$ cat config.mk
export PLATFORM = sky130hd
export DESIGN_NAME = cfg_hdr_validator
export DESIGN_NICKNAME = d
export VERILOG_FILES = /design/src/rtl/cfg_hdr_pkg.sv /design/src/rtl/cfg_hdr_pos_counter.sv /design/src/rtl/cfg_hdr_word_cmp.sv /design/src/rtl/cfg_hdr_verdict.sv /design/src/rtl/cfg_hdr_validator.sv
export SDC_FILE = /design/constraint.sdc
export NUM_CORES = 1
export LEC_CHECK = 0
export ABC_AREA = 1
export BUFFER_PORTS_ARGS = -buffer_cell sky130_fd_sc_hd__buf_4
export CORE_AREA = 2 2 53 55
export CTS_CLUSTER_DIAMETER = 120
export DETAILED_ROUTE_END_ITERATION = 6
export DIE_AREA = 0 0 55 57
export PLACE_DENSITY_LB_ADDON = 0.12
export SETUP_SLACK_MARGIN = 0.15
export SLEW_MARGIN = 20
export SYNTH_ARGS = -nofsm -noshare
export SYNTH_HDL_FRONTEND = slang
export SYNTH_SLANG_ARGS = --single-unit
$ cat constraint.sdc
create_clock -name clk -period 2.1 [get_ports clk]
set_clock_uncertainty 0.2 [all_clocks]
set_input_delay 0.105 -clock clk [delete_from_list [all_inputs] [get_ports clk]]
set_output_delay 0.105 -clock clk [all_outputs]
set_load 0.01 [all_outputs]
$ cat src/rtl/cfg_hdr_pkg.sv
// Package: constants and helpers shared by the header validator.
// Assumes a 32-bit word split into four bytes.
package cfg_hdr_pkg;
    localparam int unsigned WORD_W      = 32;
    localparam int unsigned HDR_WORDS   = 21;
    localparam int unsigned MARK_A_POS  = 16;
    localparam int unsigned MARK_B_POS  = 17;
    localparam logic [WORD_W-1:0] FILL_VAL   = 32'hFFFF_FFFF;
    localparam logic [WORD_W-1:0] MARK_A_VAL = 32'h0000_00BB;
    localparam logic [WORD_W-1:0] MARK_B_VAL = 32'h1122_0044;
    localparam logic [WORD_W-1:0] SYNC_VAL   = 32'hAA99_5566;
    localparam int unsigned N_ORDERS    = 2;  // index 0 native, 1 byte-reversed

    // Reverse the byte order of one word.
    function automatic logic [WORD_W-1:0] byte_rev(input logic [WORD_W-1:0] w);
        logic [WORD_W-1:0] r;
        for (int b = 0; b < WORD_W / 8; b++) begin
            r[b*8 +: 8] = w[(WORD_W/8-1-b)*8 +: 8];
        end
        return r;
    endfunction
endpackage

$ cat src/rtl/cfg_hdr_pos_counter.sv
// Module: tracks the header position of the next accepted word.
// Assumes clr has priority over adv; holds at the last position.
module cfg_hdr_pos_counter #(
    parameter int unsigned HDR_LEN = 21,
    localparam int unsigned IDX_W  = $clog2(HDR_LEN + 1)
) (
    input  logic             clk,
    input  logic             rst_n,
    input  logic             clr,
    input  logic             adv,
    output logic [IDX_W-1:0] pos,
    output logic             at_last
);
    localparam logic [IDX_W-1:0] LAST_POS = IDX_W'(HDR_LEN - 1);

    logic [IDX_W-1:0] pos_q;

    // Position register: cleared by reset or clr, advanced per accepted word.
    always_ff @(posedge clk) begin
        if (!rst_n || clr) begin
            pos_q <= '0;
        end else if (adv && pos_q != LAST_POS) begin
            pos_q <= pos_q + 1'b1;
        end
    end

    // Flags the position that carries the sync word.
    always_comb begin
        at_last = (pos_q == LAST_POS);
    end

    assign pos = pos_q;
endmodule

$ cat src/rtl/cfg_hdr_word_cmp.sv
// Module: compares one word against the expected pattern for its position,
// once as received and once byte-reversed. Purely combinational.
module cfg_hdr_word_cmp
    import cfg_hdr_pkg::*;
#(
    parameter int unsigned HDR_LEN = 21,
    parameter int unsigned MARK_A  = 16,
    parameter int unsigned MARK_B  = 17,
    localparam int unsigned IDX_W  = $clog2(HDR_LEN + 1)
) (
    input  logic [WORD_W-1:0]   word,
    input  logic [IDX_W-1:0]    pos,
    output logic [N_ORDERS-1:0] match
);
    logic [WORD_W-1:0] expect_w;

    // Expected pattern for the current header position.
    always_comb begin
        if (pos == IDX_W'(HDR_LEN - 1)) begin
            expect_w = SYNC_VAL;
        end else if (pos == IDX_W'(MARK_A)) begin
            expect_w = MARK_A_VAL;
        end else if (pos == IDX_W'(MARK_B)) begin
            expect_w = MARK_B_VAL;
        end else begin
            expect_w = FILL_VAL;
        end
    end

    for (genvar o = 0; o < N_ORDERS; o++) begin : g_order
        logic [WORD_W-1:0] view;
        // View of the word under this byte order, then its comparison.
        always_comb begin
            view     = (o == 1) ? byte_rev(word) : word;
            match[o] = (view == expect_w);
        end
    end
endmodule

$ cat src/rtl/cfg_hdr_verdict.sv
// Module: keeps one running pass flag per byte order and registers the verdict.
// Assumes match[1:0] reports the sync compare when at_last is high.
module cfg_hdr_verdict
    import cfg_hdr_pkg::*;
(
    input  logic                clk,
    input  logic                rst_n,
    input  logic                clr,
    input  logic                adv,
    input  logic                at_last,
    input  logic [N_ORDERS-1:0] match,
    input  logic                stream_end,
    output logic                done,
    output logic                hdr_ok,
    output logic                swapped,
    output logic                short_err
);
    logic [N_ORDERS-1:0] pass_q;
    logic [N_ORDERS-1:0] pass_now;
    logic                done_q, ok_q, swp_q, short_q;
    logic                finish;

    // Pass flags including the word being accepted; final-word detection.
    always_comb begin
        pass_now = pass_q & match;
        finish   = adv && at_last;
    end

    // Per-order pass flags: set on clear, cleared by any mismatch.
    always_ff @(posedge clk) begin
        if (!rst_n || clr) begin
            pass_q <= '1;
        end else if (adv) begin
            pass_q <= pass_now;
        end
    end

    // Verdict register: written once per stream, held until clear.
    always_ff @(posedge clk) begin
        if (!rst_n || clr) begin
            done_q  <= 1'b0;
            ok_q    <= 1'b0;
            swp_q   <= 1'b0;
            short_q <= 1'b0;
        end else if (!done_q) begin
            if (finish) begin
                done_q  <= 1'b1;
                ok_q    <= |pass_now;
                swp_q   <= match[1];
                short_q <= 1'b0;
            end else if (stream_end) begin
                done_q  <= 1'b1;
                ok_q    <= 1'b0;
                swp_q   <= 1'b0;
                short_q <= 1'b1;
            end
        end
    end

    assign done      = done_q;
    assign hdr_ok    = ok_q;
    assign swapped   = swp_q;
    assign short_err = short_q;
endmodule

$ cat src/rtl/cfg_hdr_validator.sv
// Module: top of the header validator. Accepts words until a verdict exists;
// start clears and discards any word of the same cycle.
module cfg_hdr_validator
    import cfg_hdr_pkg::*;
#(
    parameter int unsigned HDR_LEN = cfg_hdr_pkg::HDR_WORDS,
    parameter int unsigned MARK_A  = cfg_hdr_pkg::MARK_A_POS,
    parameter int unsigned MARK_B  = cfg_hdr_pkg::MARK_B_POS
) (
    input  logic              clk,
    input  logic              rst_n,
    input  logic              start,
    input  logic              word_vld,
    input  logic [WORD_W-1:0] word_data,
    input  logic              stream_end,
    output logic              done,
    output logic              hdr_ok,
    output logic              swapped,
    output logic              short_err
);
    localparam int unsigned IDX_W = $clog2(HDR_LEN + 1);

    logic [IDX_W-1:0]    pos;
    logic                at_last;
    logic                accept;
    logic [N_ORDERS-1:0] match;

    // A word counts only while no verdict is held and no start is present.
    always_comb begin
        accept = word_vld && !done && !start;
    end

    cfg_hdr_pos_counter #(.HDR_LEN(HDR_LEN)) u_pos (
        .clk     (clk),
        .rst_n   (rst_n),
        .clr     (start),
        .adv     (accept),
        .pos     (pos),
        .at_last (at_last)
    );

    cfg_hdr_word_cmp #(.HDR_LEN(HDR_LEN), .MARK_A(MARK_A), .MARK_B(MARK_B)) u_cmp (
        .word  (word_data),
        .pos   (pos),
        .match (match)
    );

    cfg_hdr_verdict u_verdict (
        .clk        (clk),
        .rst_n      (rst_n),
        .clr        (start),
        .adv        (accept),
        .at_last    (at_last),
        .match      (match),
        .stream_end (stream_end),
        .done       (done),
        .hdr_ok     (hdr_ok),
        .swapped    (swapped),
        .short_err  (short_err)
    );
endmodule

== Word-level counts from Yosys, hierarchy flattened ==
Cells that the tools add are included.

* Add/subtract/negate cells: 1
* Bitwise operators: 2
* Reduce and logical (&&, ||, !) cells: 11
* Eq/ne operators: 6
* Multiplexer cells: 11

{| class="wikitable"
|+ Operators by type and width
! cell !! count
|-
| 32-bit two-way mux || 3
|-
| 32-bit equality test || 2
|-
| 5-bit equality test, second input constant || 3
|-
| 1-bit two-way mux || 8
|-
| 5-bit by 1-bit adder with 5-bit output, second input constant || 1
|-
| 5-bit inequality test, second input constant || 1
|-
| 1-bit logical AND || 4
|-
| 1-bit logical NOT || 3
|-
| 2-bit bitwise AND || 1
|-
| 2-bit AND reduction || 1
|-
| 2-bit nonzero test || 1
|-
| 2-bit OR reduction || 1
|-
| 1-bit logical OR || 1
|-
| 1-bit inverter || 1
|}

* Bits in registers: 11
* Output and inout bits: 4

== Depth between registers and ports, before layout ==
* Depth in word-level cells: 8
* Gate-level depth with buffers: 15
* Gate-level depth less buffers: 15

== Modules after synthesis ==
A second synthesis with hierarchy kept.

* Cell total of the unflattened synthesis: 274
* Area total of the unflattened synthesis: 1400.1 um^2

{| class="wikitable"
|+ Modules (own cells, without submodules)
! module !! cells an instance !! area an instance (um^2) !! times used
|-
| cfg_hdr_word_cmp || 190 || 838.3 || 1
|-
| cfg_hdr_pos_counter || 47 || 299.0 || 1
|-
| cfg_hdr_verdict || 34 || 249.0 || 1
|-
| cfg_hdr_validator || 3 || 13.8 || 1
|}

== Least setup slack after synthesis ==
No wires, ideal clock.

* Path type: register -> register
* Start point: register u_pos.pos_q[0] (netlist: u_pos.pos[0])
* End point: register u_verdict.ok_q (netlist: u_verdict.hdr_ok)
* Data required time: 1833 ps
* Cell stages (with the launch flop): 16
* Data arrival time: 1566 ps
* Setup slack: 268 ps
* Cells stage by stage: dfxtp_1 inv_1 ha_1 nand2_2 inv_2 nand2_4 nand2_1 o21ai_1 inv_1 nor2_1 nand2_1 nor2_2 nand3_1 nand2_1 nand2_1 a21oi_2

* Cells in the longest elaborated chain, start to end: 8
* Elaborated cells on any way between the ends: 14
* Classes of those cells: 5 x eq/ne; 4 x mux; 1 x bitwise; 4 x reduce/logical

{| class="wikitable"
|+ Ends and longest elaborated chain
! item !! RTL line !! source
|-
| from (decl) || cfg_hdr_pos_counter.sv:16 || <nowiki>logic [IDX_W-1:0] pos_q;</nowiki>
|-
| from (signal assigned) || cfg_hdr_pos_counter.sv:23 || <nowiki>pos_q <= pos_q + 1'b1;</nowiki>
|-
| 5-bit equality test || cfg_hdr_word_cmp.sv:23 || <nowiki>end else if (pos == IDX_W'(MARK_B)) begin</nowiki>
|-
| 32-bit two-way mux || cfg_hdr_word_cmp.sv:23 ||
|-
| 32-bit two-way mux || cfg_hdr_word_cmp.sv:21 || <nowiki>end else if (pos == IDX_W'(MARK_A)) begin</nowiki>
|-
| 32-bit two-way mux || cfg_hdr_word_cmp.sv:19 || <nowiki>if (pos == IDX_W'(HDR_LEN - 1)) begin</nowiki>
|-
| 32-bit equality test || cfg_hdr_word_cmp.sv:35 || <nowiki>match[o] = (view == expect_w);</nowiki>
|-
| 2-bit bitwise AND || cfg_hdr_verdict.sv:25 || <nowiki>pass_now = pass_q & match;</nowiki>
|-
| 2-bit OR reduction || cfg_hdr_verdict.sv:48 || <nowiki>ok_q <= |pass_now;</nowiki>
|-
| 1-bit two-way mux || cfg_hdr_verdict.sv:46 || <nowiki>if (finish) begin</nowiki>
|-
| to (signal assigned) || cfg_hdr_verdict.sv:48 ||
|-
| to (decl) || cfg_hdr_verdict.sv:20 || <nowiki>logic done_q, ok_q, swp_q, short_q;</nowiki>
|}

Parallel ways exist; a longest one is shown, timed or not.
A chain may end at the register's enable or synchronous reset.

== Worst setup path after layout ==
* Start point: register u_pos.pos_q[2] (netlist: u_pos.pos[2])
* End point: register u_verdict.ok_q (netlist: u_verdict.hdr_ok)

The elaborated chain is that of the path after synthesis.

==> reports/metrics.yaml <==
diodes: 0
worst-r2r-cell-count: 9
ant_nets: 0
hp-class: "primary input to flop"
drive_gt1_frac: 0.345
required_ns: 2.09
coreArea_sq_um: 2620
worst_setup_path_end_kind: "flop"
grt_pass1_vias: 1256
netlist_top_cells_area: "nand2_1 20%, dfxtp_1 20%, nand3_1 10%"
synthDistinctLibCells: 25
dp_slack_ns: -0.0335
p_total_w: 0.000495
finalHoldViolations: 0
track_usage: 0.207
p_int_w: 0.000360
timing.slew.headroom: 0.735
nets: 293
cts.path.max_buffers: 2
tightestPinTransition_ns: 0.397
numCtsBuffers: 3
critPathKind: "flop to flop"
setup_tns_ns: 0
overflow: 0
cts_htree_levels: 1
outcome: "completed"
drc: 0
wl_microns: 3110
path_max_fanout: 7
vias_per_cell: 4.93
slew_violations: 0
syn_inst: 201
setup_viol: 0
numPortBuffers: 40
cts_tree: "done"
seq_area_frac_synth: 0.197
rrSetupSlack_ns: 0.18
ys_ff_latch: 11
clkPwrFrac: 0.284
grt_start_max_net_pins: 9
die-area_sq_um: 3140
io-pin-count: 41
avgSynthCellArea_sq_um: 5.57
hpwl_microns: 2450
p_sw_frac: 0.273
multi_input_area_sq_um: 896
syn_to_final_growth_pct: 48.5
synth_top_cell_by_area: "nand2_1"
die_h_microns: 57
rsz0062_at_grt: "true"
vias: 1396
syn-num-nets: 241
peakVddDrop_v: 0.000308
insertion_delay_ns: 0.26
first_pass_iters: 4
root_buffer: "clkbuf_4"
post-route-period-util: 0.916
seq_area_sq_um: 228
fin_crit_ns: 1.92
cts.sinks: 11
yosysWarnings: 0
leakagePower_nw: 0.831
wl_per_cell_microns: 11.0
p_sw_w: 0.000135
crit_path_start_kind: "flop"
p_per_area_nw_per_um2: 298
synth_top_area_frac: 0.201
comb_power_share: 0.280
grt_pass1_wl_microns: 4970
syn_area_sq_um: 1120
grt_antenna_before_repair: 0
clk_pin_slew_ns: 0.07
rows: 19
crit_arrival_ns: 1.92
timing.fmax_ghz: 0.520
hold_path_depth: 3
die_w_microns: 55
place_congestion: 0.816
fin_ws_ns: 0.176
initial_core_util: 0.428
fillers: 248
power_frac_seq: 0.436
drv_cap: 0
dr.first_iter.drc_count: 38
stage by stage:
stage	hold slack [ns]	util	cells	cell area, sq um
after floorplan	0.134	-	201	1120
after global placement	0.243	0.567	275	1480
final	0.0619	0.636	283	1660
after CTS	0.0407	0.596	282	1560
after detailed placement	0.245	0.567	275	1480
after global routing	0.0601	0.636	283	1660
registers in the layout, indices dropped and copies added, names as in the netlist:
| register | count |
|---|---|
| u_verdict.pass_q | 2 |
| u_verdict.hdr_ok | 1 |
| u_verdict.short_err | 1 |
| u_verdict.done | 1 |
| u_verdict.swapped | 1 |
| u_pos.pos | 5 |
logic make-up after synthesis:
group                    after synthesis  synth area share
AND/OR/NAND/NOR                      133             0.551
adder cells (fa/ha/maj)                3            0.0335
AO/OA/AOI/OAI                         24             0.118
flip-flops                            11             0.197
buffers and inverters                 30             0.101
path summary, 6_finish.rpt:
kind                        from             endpoint
max                 u_pos.pos[2]     u_verdict.hdr_ok
min                        rst_n    u_verdict.swapped
max reg2reg         u_pos.pos[2]     u_verdict.hdr_ok
min reg2reg  u_verdict.pass_q[1]  u_verdict.pass_q[1]
metal layers:
metal  GRT usage  part of all wire
met1       0.259              0.44
met2       0.366              0.50
met3      0.0105             0.048
met4      0.0732             0.010
met5           0                 0
power groups by stage:
stage / registers, W / clock network (W) / logic [W]
floorplan: 0.000221 / 0 / 0.0000561
global placement: 0.000221 / 0 / 0.000131
detailed placement: 0.000221 / 0 / 0.000131
CTS: 0.000216 / 0.000150 / 0.000135
global route: 0.000216 / 0.000164 / 0.000154
finish: 0.000216 / 0.000141 / 0.000139
critical path: stages (launching register included):
cell and delay (ns):
dfxtp_1 0.37, nor2_4 0.34, nand3_2 0.20, nand2_2 0.13
o21ai_0 0.11, nor2_2 0.18, nand3_2 0.10, nand2_1 0.07
nand2_1 0.06, a21oi_2 0.11
area by class of cell:
class / instances / area share
timing repair buffer: 46 / 0.211
multi-input combinational: 161 / 0.539
sequential: 11 / 0.137
tap: 31 / 0.0233
inverter: 30 / 0.0737
clock buffer: 4 / 0.0158
cell usage after synthesis (all sizes together):
master / count
a21boi: 1
a21oi: 9
and3: 1
dfxtp: 11
ha: 3
inv: 30
nand2: 64
nand3: 25
nand4: 5
nor2: 30
nor3: 3
o211ai: 1
o21ai: 11
o21bai: 1
o22ai: 1
or2: 5
what timing repair did:
item                                    in CTS  in global routing
setup buffers                                1                  1
cloned                                       1                  0
hold endpoints to repair                     1                  0
endpoints found under the setup margin       5                  4
pin swaps                                    1                  7
hold buffers                                 1                  0
gates resized for setup                      9                 24
cells in the final DEF, fill, tap and decap left out, drive strengths merged:
master / count
o21bai: 1
o22ai: 1
o211ai: 1
nor2: 30
dlygate4sd3: 1
inv: 30
nand2: 65
buf: 45
nand4: 5
nand3: 25
nor3: 3
clkbuf: 4
a21oi: 9
or2: 5
dfxtp: 11
ha: 3
o21ai: 11
and3: 1
a21boi: 1
Note: power is estimated with default switching activity, not from simulation.
